## config.mk

```make
export PLATFORM = sky130hd
export DESIGN_NAME = sdram_cmd_exec
export DESIGN_NICKNAME = d
export VERILOG_FILES = /design/src/rtl/sdcmd_pkg.sv /design/src/rtl/sdcmd_decode.sv /design/src/rtl/sdcmd_seq.sv /design/src/rtl/sdcmd_pins.sv /design/src/rtl/sdram_cmd_exec.sv
export SDC_FILE = /design/constraint.sdc
export NUM_CORES = 1
export LEC_CHECK = 0
export BUFFER_PORTS_ARGS = -buffer_cell sky130_fd_sc_hd__buf_2
export CAP_MARGIN = 20
export CORE_ASPECT_RATIO = 1.1
export CORE_UTILIZATION = 38
export DETAILED_ROUTE_END_ITERATION = 12
export REMOVE_ABC_BUFFERS = 1
export SKIP_LAST_GASP = 1
export SYNTH_ARGS = -nofsm -noshare
export SYNTH_HDL_FRONTEND = slang
export SYNTH_HIERARCHICAL = 1
export SYNTH_SLANG_ARGS = --single-unit
```

## constraint.sdc

```tcl
create_clock -name clk -period 4.15 [get_ports clk]
set_clock_uncertainty 0.2 [all_clocks]
set_input_delay 1.245 -clock clk [delete_from_list [all_inputs] [get_ports clk]]
set_output_delay 1.245 -clock clk [all_outputs]
set_load 0.01 [all_outputs]
```

## src/rtl/sdcmd_pkg.sv

```systemverilog
package sdcmd_pkg;

    localparam int WORD_W   = 32;
    localparam int FIELD_W  = 4;
    localparam int NFIELD   = 7;
    localparam int TIM_W    = FIELD_W * NFIELD;
    localparam int NCS      = 2;
    localparam int REP_LSB  = 5;
    localparam int PAY_LSB  = 9;
    localparam int PAY_W    = WORD_W - PAY_LSB;
    localparam int BANK1_BIT = 4;
    localparam int BANK2_BIT = 3;
    localparam int BUSY_BIT = 5;
    localparam int AP_BIT   = 10;

    typedef enum logic [2:0] {
        MD_NORMAL = 3'd0,
        MD_CLKEN  = 3'd1,
        MD_PREALL = 3'd2,
        MD_AREF   = 3'd3,
        MD_LMR    = 3'd4,
        MD_SELF   = 3'd5,
        MD_PDOWN  = 3'd6,
        MD_BAD    = 3'd7
    } mode_e;

    typedef struct packed {
        logic [PAY_W-1:0]   payload;
        logic [FIELD_W-1:0] reps;
        logic [NCS-1:0]     mask;
        mode_e              mode;
    } cmd_s;

    typedef struct packed {
        logic [FIELD_W-1:0] t_rcd;
        logic [FIELD_W-1:0] t_rp;
        logic [FIELD_W-1:0] t_wr;
        logic [FIELD_W-1:0] t_rc;
        logic [FIELD_W-1:0] t_ras;
        logic [FIELD_W-1:0] t_xsr;
        logic [FIELD_W-1:0] t_mrd;
    } timing_s;

    typedef struct packed {
        logic ras_n;
        logic cas_n;
        logic we_n;
    } strobe_s;

    function automatic cmd_s unpack_word(input logic [WORD_W-1:0] w);
        cmd_s c;
        c.mode    = mode_e'(w[2:0]);
        c.mask    = {w[BANK2_BIT], w[BANK1_BIT]};
        c.reps    = w[REP_LSB +: FIELD_W];
        c.payload = w[PAY_LSB +: PAY_W];
        return c;
    endfunction

    function automatic logic [FIELD_W-1:0] fmax(input logic [FIELD_W-1:0] a,
                                                input logic [FIELD_W-1:0] b);
        return (a > b) ? a : b;
    endfunction

    function automatic logic [FIELD_W-1:0] gap_of(input mode_e m, input timing_s t);
        case (m)
            MD_PREALL: return t.t_rp;
            MD_AREF:   return t.t_rc;
            MD_LMR:    return t.t_mrd;
            default:   return '0;
        endcase
    endfunction

    function automatic strobe_s strobe_of(input mode_e m);
        case (m)
            MD_PREALL: return '{ras_n: 1'b0, cas_n: 1'b1, we_n: 1'b0};
            MD_AREF,
            MD_SELF:   return '{ras_n: 1'b0, cas_n: 1'b0, we_n: 1'b1};
            MD_LMR:    return '{ras_n: 1'b0, cas_n: 1'b0, we_n: 1'b0};
            default:   return '{ras_n: 1'b1, cas_n: 1'b1, we_n: 1'b1};
        endcase
    endfunction

endpackage

```

## src/rtl/sdcmd_decode.sv

```systemverilog
module sdcmd_decode
    import sdcmd_pkg::*;
(
    input  logic [WORD_W-1:0]  word,
    input  logic [TIM_W-1:0]   tim_b1,
    input  logic [TIM_W-1:0]   tim_b2,
    output cmd_s               cmd,
    output logic               legal,
    output logic [FIELD_W-1:0] gap
);
    logic [TIM_W-1:0] merged;
    timing_s          tsel;

    assign cmd = unpack_word(word);

    // Per-field maximum over the targeted banks
    for (genvar f = 0; f < NFIELD; f++) begin : g_field
        logic [FIELD_W-1:0] fa, fb;
        assign fa = cmd.mask[0] ? tim_b1[f*FIELD_W +: FIELD_W] : '0;
        assign fb = cmd.mask[1] ? tim_b2[f*FIELD_W +: FIELD_W] : '0;
        assign merged[f*FIELD_W +: FIELD_W] = fmax(fa, fb);
    end

    assign tsel  = timing_s'(merged);
    assign gap   = gap_of(cmd.mode, tsel);
    assign legal = (cmd.mode != MD_BAD) && (cmd.mask != '0);

endmodule

```

## src/rtl/sdcmd_seq.sv

```systemverilog
module sdcmd_seq
    import sdcmd_pkg::*;
(
    input  logic               clk,
    input  logic               rst,
    input  logic               wr_en,
    input  logic               legal,
    input  cmd_s               cmd_in,
    input  logic [FIELD_W-1:0] gap_in,
    output logic               issue,
    output cmd_s               issue_cmd,
    output logic               busy
);
    cmd_s               cmd_q;
    logic [FIELD_W-1:0] gap_q;
    logic [FIELD_W-1:0] cnt_q;
    logic [FIELD_W-1:0] rep_q;
    logic               busy_q;
    logic               accept;
    logic               again;

    assign accept    = wr_en && !busy_q && legal;
    assign again     = busy_q && (cnt_q == '0) && (rep_q != '0);
    assign issue     = accept || again;
    assign issue_cmd = accept ? cmd_in : cmd_q;
    assign busy      = busy_q;

    always_ff @(posedge clk) begin
        if (rst) begin
            busy_q <= 1'b0;
            cmd_q  <= '{payload: '0, reps: '0, mask: '0, mode: MD_NORMAL};
            gap_q  <= '0;
            cnt_q  <= '0;
            rep_q  <= '0;
        end else if (accept) begin
            busy_q <= 1'b1;
            cmd_q  <= cmd_in;
            gap_q  <= gap_in;
            cnt_q  <= gap_in;
            rep_q  <= (cmd_in.mode == MD_AREF) ? cmd_in.reps : '0;
        end else if (busy_q) begin
            if (cnt_q != '0) begin
                cnt_q <= cnt_q - 1'b1;
            end else if (rep_q != '0) begin
                rep_q <= rep_q - 1'b1;
                cnt_q <= gap_q;
            end else begin
                busy_q <= 1'b0;
            end
        end
    end

    p_ignore_busy_r9: assert property (@(posedge clk) disable iff (rst)
        (busy_q && wr_en) |=> $stable(cmd_q));

    p_noop_r10: assert property (@(posedge clk) disable iff (rst)
        (!busy_q && wr_en && !legal) |=> !busy_q);

    p_repeat_inbusy_r4: assert property (@(posedge clk) disable iff (rst)
        (rep_q != '0) |-> busy_q);

endmodule

```

## src/rtl/sdcmd_pins.sv

```systemverilog
module sdcmd_pins
    import sdcmd_pkg::*;
#(
    parameter int ADDR_W = 13,
    parameter int BA_W   = 2
) (
    input  logic              clk,
    input  logic              rst,
    input  logic              issue,
    input  cmd_s              cmd,
    output logic [NCS-1:0]    cke,
    output logic [NCS-1:0]    cs_n,
    output strobe_s           strb,
    output logic [BA_W-1:0]   ba,
    output logic [ADDR_W-1:0] addr
);
    logic [ADDR_W-1:0] addr_nxt;
    logic [NCS-1:0]    cke_nxt;

    always_comb begin
        addr_nxt = '0;
        if (cmd.mode == MD_LMR)
            addr_nxt = cmd.payload[ADDR_W-1:0];
        else if (cmd.mode == MD_PREALL)
            addr_nxt[AP_BIT] = 1'b1;
    end

    for (genvar b = 0; b < NCS; b++) begin : g_cke
        always_comb begin
            cke_nxt[b] = cke[b];
            if (cmd.mask[b]) begin
                case (cmd.mode)
                    MD_NORMAL, MD_CLKEN: cke_nxt[b] = 1'b1;
                    MD_SELF, MD_PDOWN:   cke_nxt[b] = 1'b0;
                    default:             cke_nxt[b] = cke[b];
                endcase
            end
        end
    end

    always_ff @(posedge clk) begin
        if (rst) begin
            cke  <= '0;
            cs_n <= '1;
            strb <= '{ras_n: 1'b1, cas_n: 1'b1, we_n: 1'b1};
            ba   <= '0;
            addr <= '0;
        end else if (issue) begin
            cke  <= cke_nxt;
            cs_n <= ~cmd.mask;
            strb <= strobe_of(cmd.mode);
            ba   <= '0;
            addr <= addr_nxt;
        end else begin
            cs_n <= '1;
            strb <= '{ras_n: 1'b1, cas_n: 1'b1, we_n: 1'b1};
            ba   <= '0;
            addr <= '0;
        end
    end

    p_cs_only_on_issue_r8: assert property (@(posedge clk) disable iff (rst)
        !issue |=> (cs_n == '1));

    p_cs_follows_mask_r2: assert property (@(posedge clk) disable iff (rst)
        issue |=> ((~cs_n) == $past(cmd.mask)));

endmodule

```

## src/rtl/sdram_cmd_exec.sv

```systemverilog
module sdram_cmd_exec
    import sdcmd_pkg::*;
#(
    parameter int ADDR_W = 13,
    parameter int BA_W   = 2
) (
    input  logic              clk,
    input  logic              rst,
    input  logic              wr_en,
    input  logic [31:0]       wr_data,
    input  logic [27:0]       tim_bank1,
    input  logic [27:0]       tim_bank2,
    output logic [31:0]       status,
    output logic [1:0]        sd_cke,
    output logic [1:0]        sd_cs_n,
    output logic              sd_ras_n,
    output logic              sd_cas_n,
    output logic              sd_we_n,
    output logic [BA_W-1:0]   sd_ba,
    output logic [ADDR_W-1:0] sd_addr
);
    cmd_s               dec_cmd;
    logic               dec_legal;
    logic [FIELD_W-1:0] dec_gap;
    logic               issue;
    cmd_s               issue_cmd;
    logic               busy;
    strobe_s            strb;

    sdcmd_decode u_dec (
        .word   (wr_data),
        .tim_b1 (tim_bank1),
        .tim_b2 (tim_bank2),
        .cmd    (dec_cmd),
        .legal  (dec_legal),
        .gap    (dec_gap)
    );

    sdcmd_seq u_seq (
        .clk       (clk),
        .rst       (rst),
        .wr_en     (wr_en),
        .legal     (dec_legal),
        .cmd_in    (dec_cmd),
        .gap_in    (dec_gap),
        .issue     (issue),
        .issue_cmd (issue_cmd),
        .busy      (busy)
    );

    sdcmd_pins #(.ADDR_W(ADDR_W), .BA_W(BA_W)) u_pins (
        .clk  (clk),
        .rst  (rst),
        .issue(issue),
        .cmd  (issue_cmd),
        .cke  (sd_cke),
        .cs_n (sd_cs_n),
        .strb (strb),
        .ba   (sd_ba),
        .addr (sd_addr)
    );

    assign sd_ras_n = strb.ras_n;
    assign sd_cas_n = strb.cas_n;
    assign sd_we_n  = strb.we_n;

    always_comb begin
        status = '0;
        status[BUSY_BIT] = busy;
    end

    p_idle_deselect_r8: assert property (@(posedge clk) disable iff (rst)
        !busy |-> (sd_cs_n == 2'b11));

    p_lmr_payload_r5: assert property (@(posedge clk) disable iff (rst)
        (issue && issue_cmd.mode == MD_LMR)
            |=> (sd_addr == $past(issue_cmd.payload[ADDR_W-1:0])) && (sd_ba == '0));

    p_self_cke_low_r7: assert property (@(posedge clk) disable iff (rst)
        (issue && issue_cmd.mode == MD_SELF && issue_cmd.mask[0]) |=> !sd_cke[0]);

    p_clken_cke_high_r6: assert property (@(posedge clk) disable iff (rst)
        (issue && issue_cmd.mode == MD_CLKEN && issue_cmd.mask[1]) |=> sd_cke[1]);

    p_issue_sets_busy_r12: assert property (@(posedge clk) disable iff (rst)
        issue |=> status[BUSY_BIT]);

endmodule

```

==> summary.txt <==
Global route
  – Vias in the first global route: 2369
  – Global-route wire length before repair: 10.6 mm
  – Remaining global-route overflow: 0
  – Initial antenna violation count: 0
  – Global-route usage over all layers: 14.4%
  – Largest net degree at the start of global routing: 39

Worst setup path
  – Critical path class: input port to flop
  – Req. time, crit path: 4.17 ns
  – Worst Setup End Kind: flop
  – Critical Path Slowest Stage Cell: mux2_2
  – Worst setup SP type: input port
  – Slowest stage delay, CP: 0.37 ns
  – Crit-path leading delay family: compound AO/OA/AOI/OAI gates
  – Stages on worst setup path: 11
  – CP Max Fanout: 14
  – Crit path arrival time: 3.48 ns
  – Crit-path cells: buf_2 > nand2_1 > ha_1 > nor2b_4 > o21ai_2 > a21oi_2 > mux2_2 > o211ai_1 > and3_1 > a211oi_1 > a311oi_1
  – R2R depth: 8
  – CP Buf/Inv Count: 1

Clock network
  – Number of gates resized after CTS: 0
  – Max clock buf depth: 2
  – Post-CTS setup buffers: 0
  – Clock buffer count from CTS: 5
  – Hold buffer count at CTS: 0
  – Clk slew on worst S/H paths: approximately 0.090 ns
  – CTS tree: yes
  – Later-pin clock latency in the skew report: 0.31 ns
  – Root buffer cell: clkbuf_8
  – H-tree depth: 2
  – CTS sink count: 51

Detailed routing
  – Routed WL per cell: 12.2 um
  – Vias: 2373
  – DR pass1 iterations: 4
  – DRC Markers: 0
  – Starting DRT DRC Count: 86
  – Remaining antenna violation count: 0
  – Via/cell ratio: 4.58
  – Final WL: 6.31 mm

Power
  – Pint: 0.795 mW
  – Flop pwr share: 47.3%
  – Sw frac: 30.4%
  – Tot Pwr: around 1.1 mW
  – Leak Pwr: 1.63 nW
  – Pwr dens: 330 nW/um^2
  – Logic pwr share: between 20% and 30%
  – Max VDD drop: 0.000158 V
  – P_sw: 0.347 mW
  – Clock share of power: 26.8%

Die
  – FP Rows: 35
  – Core footprint: 8360 um^2
  – Initial core utilization: just under 40%
  – IO Pins: 145
  – Die ar.: 8940 um^2
  – Die X: 90.3 um
  – Die height: 99.1 um

Finish
  – Multi-input gate area: 1790 um^2
  – Layout cell share with drive strength beyond 1: 26.8%
  – Antenna cell count: 0
  – Area delta synth->final: 6.19%
  – Storage cell area: slightly above 1000 um^2
  – Nets@finish: 511
  – Core Util, Final: 41.3%
  – Filler instances: 881
  – Non-Filler Instances: a little over 500

STA
  – Slew @ Worst Pin: 0.736 ns
  – Final WS setup: 0.692 ns
  – Fmax: 0.289 GHz
  – Final Setup Violations: 0
  – Final period util: approximately 83%
  – Final hold viol count: 0
  – Fin Setup TNS: 0 ns
  – Slew HR: between 50% and 60%
  – Crit path time final: approximately 3.5 ns
  – RSZ-0062 raised after global routing: no
  – Fin. max-slew vios: 0

Yosys
  – Total of warnings raised by yosys: 6
  – Post-Syn Area: roughly 3300 um^2
  – Post-synthesis average cell area: 8.87 um^2
  – Synthesized instance count: approximately 370

Flow run
  – Max Cap Viol: 0

Placement
  – Hpwl dp: 4.55 mm
  – Port bufs: 69
  – Placed insts: 510
  – GP Congestion: 0.739
  – Pre-CTS setup slack: 0.355 ns

Outcome
  – Outcome: complete, no violations

Min path
  – Hold crit path type: flop to flop
  – Hold depth: 2
## layout by cell type (no fill, tap or decap), types with 3 or more instances in the layout
cell type and instances:
a211oi_1 4, nor3_1 3, nand2_1 38, mux2_1 3, a21oi_1 12, ha_1 14
nor2_1 22, buf_2 69, mux2_4 16, o211ai_1 7, nand2b_1 5, a21oi_2 3
nor3b_1 3, o21ai_0 6, nand4_1 5, dfxtp_1 51, mux2_2 4, mux2i_1 10
nand3_1 3, nor2b_1 22, clkbuf_8 6, or2_1 3, and3_1 7, inv_1 12
and2_1 16, conb_1 33
## worst paths after layout
path                                 end  slack [ns]                        start
min reg2reg  u_seq/gap_q[1]$_SDFFE_PP0P_        0.25  u_seq/gap_q[1]$_SDFFE_PP0P_
max reg2reg    u_pins/addr[4]$_SDFF_PP0_        1.70  u_seq/cnt_q[0]$_SDFFE_PP0P_
min          u_seq/gap_q[1]$_SDFFE_PP0P_        0.25  u_seq/gap_q[1]$_SDFFE_PP0P_
max          u_seq/cnt_q[2]$_SDFFE_PP0P_        0.69                   wr_data[3]
## flip-flops by register name, indices dropped and copies added (netlist names)
register     cells
u_pins/cs_n      2
u_seq/gap_q      4
u_pins/cke       2
u_seq/cnt_q      4
u_seq/busy       1
u_pins/addr     13
u_seq/cmd_q     18
u_pins/strb      3
u_seq/rep_q      4
## metrics by stage
step	hold slack, ns	instance area (um^2)
global route	0.289	3460
floorplan	0.225	2860
global placement	0.239	3360
CTS	0.258	3460
finish	0.255	3460
detailed placement	0.246	3360
## per-layer routing
| layer | track usage (%) | vias to the layer above | wire [um] |
|---|---|---|---|
| met3 | 2.85 | 6 | 194 |
| met5 | 0 | - | 0 |
| met2 | 27.3 | 54 | 3170 |
| met1 | 16.2 | 1097 | 2860 |
| met4 | 4.47 | 0 | 88 |
| li1 | - | 1216 | - |
## cell type report
class / instances / area share (%)
clock buffers: 6 / 2.39
clock inverters: 2 / 0.471
repair buffers: 71 / 10.4
flip-flops and latches: 51 / 29.5
inverters: 12 / 1.30
well taps: 111 / 4.02
multi-input cells: 265 / 51.9
## power groups by stage
stage               Sequential, mW  Combinational, mW  Clock (mW)
floorplan                    0.549              0.211           0
global placement             0.550              0.289           0
detailed placement           0.551              0.295           0
CTS                          0.539              0.297       0.318
global route                 0.544              0.330       0.336
finish                       0.540              0.296       0.306
## worst min-delay path, cell delays in order (launching register included)
cell     delay (ns)
dfxtp_1        0.31
nand2_1        0.05
a21oi_1        0.05
Note: power is estimated with default switching activity, not from simulation.
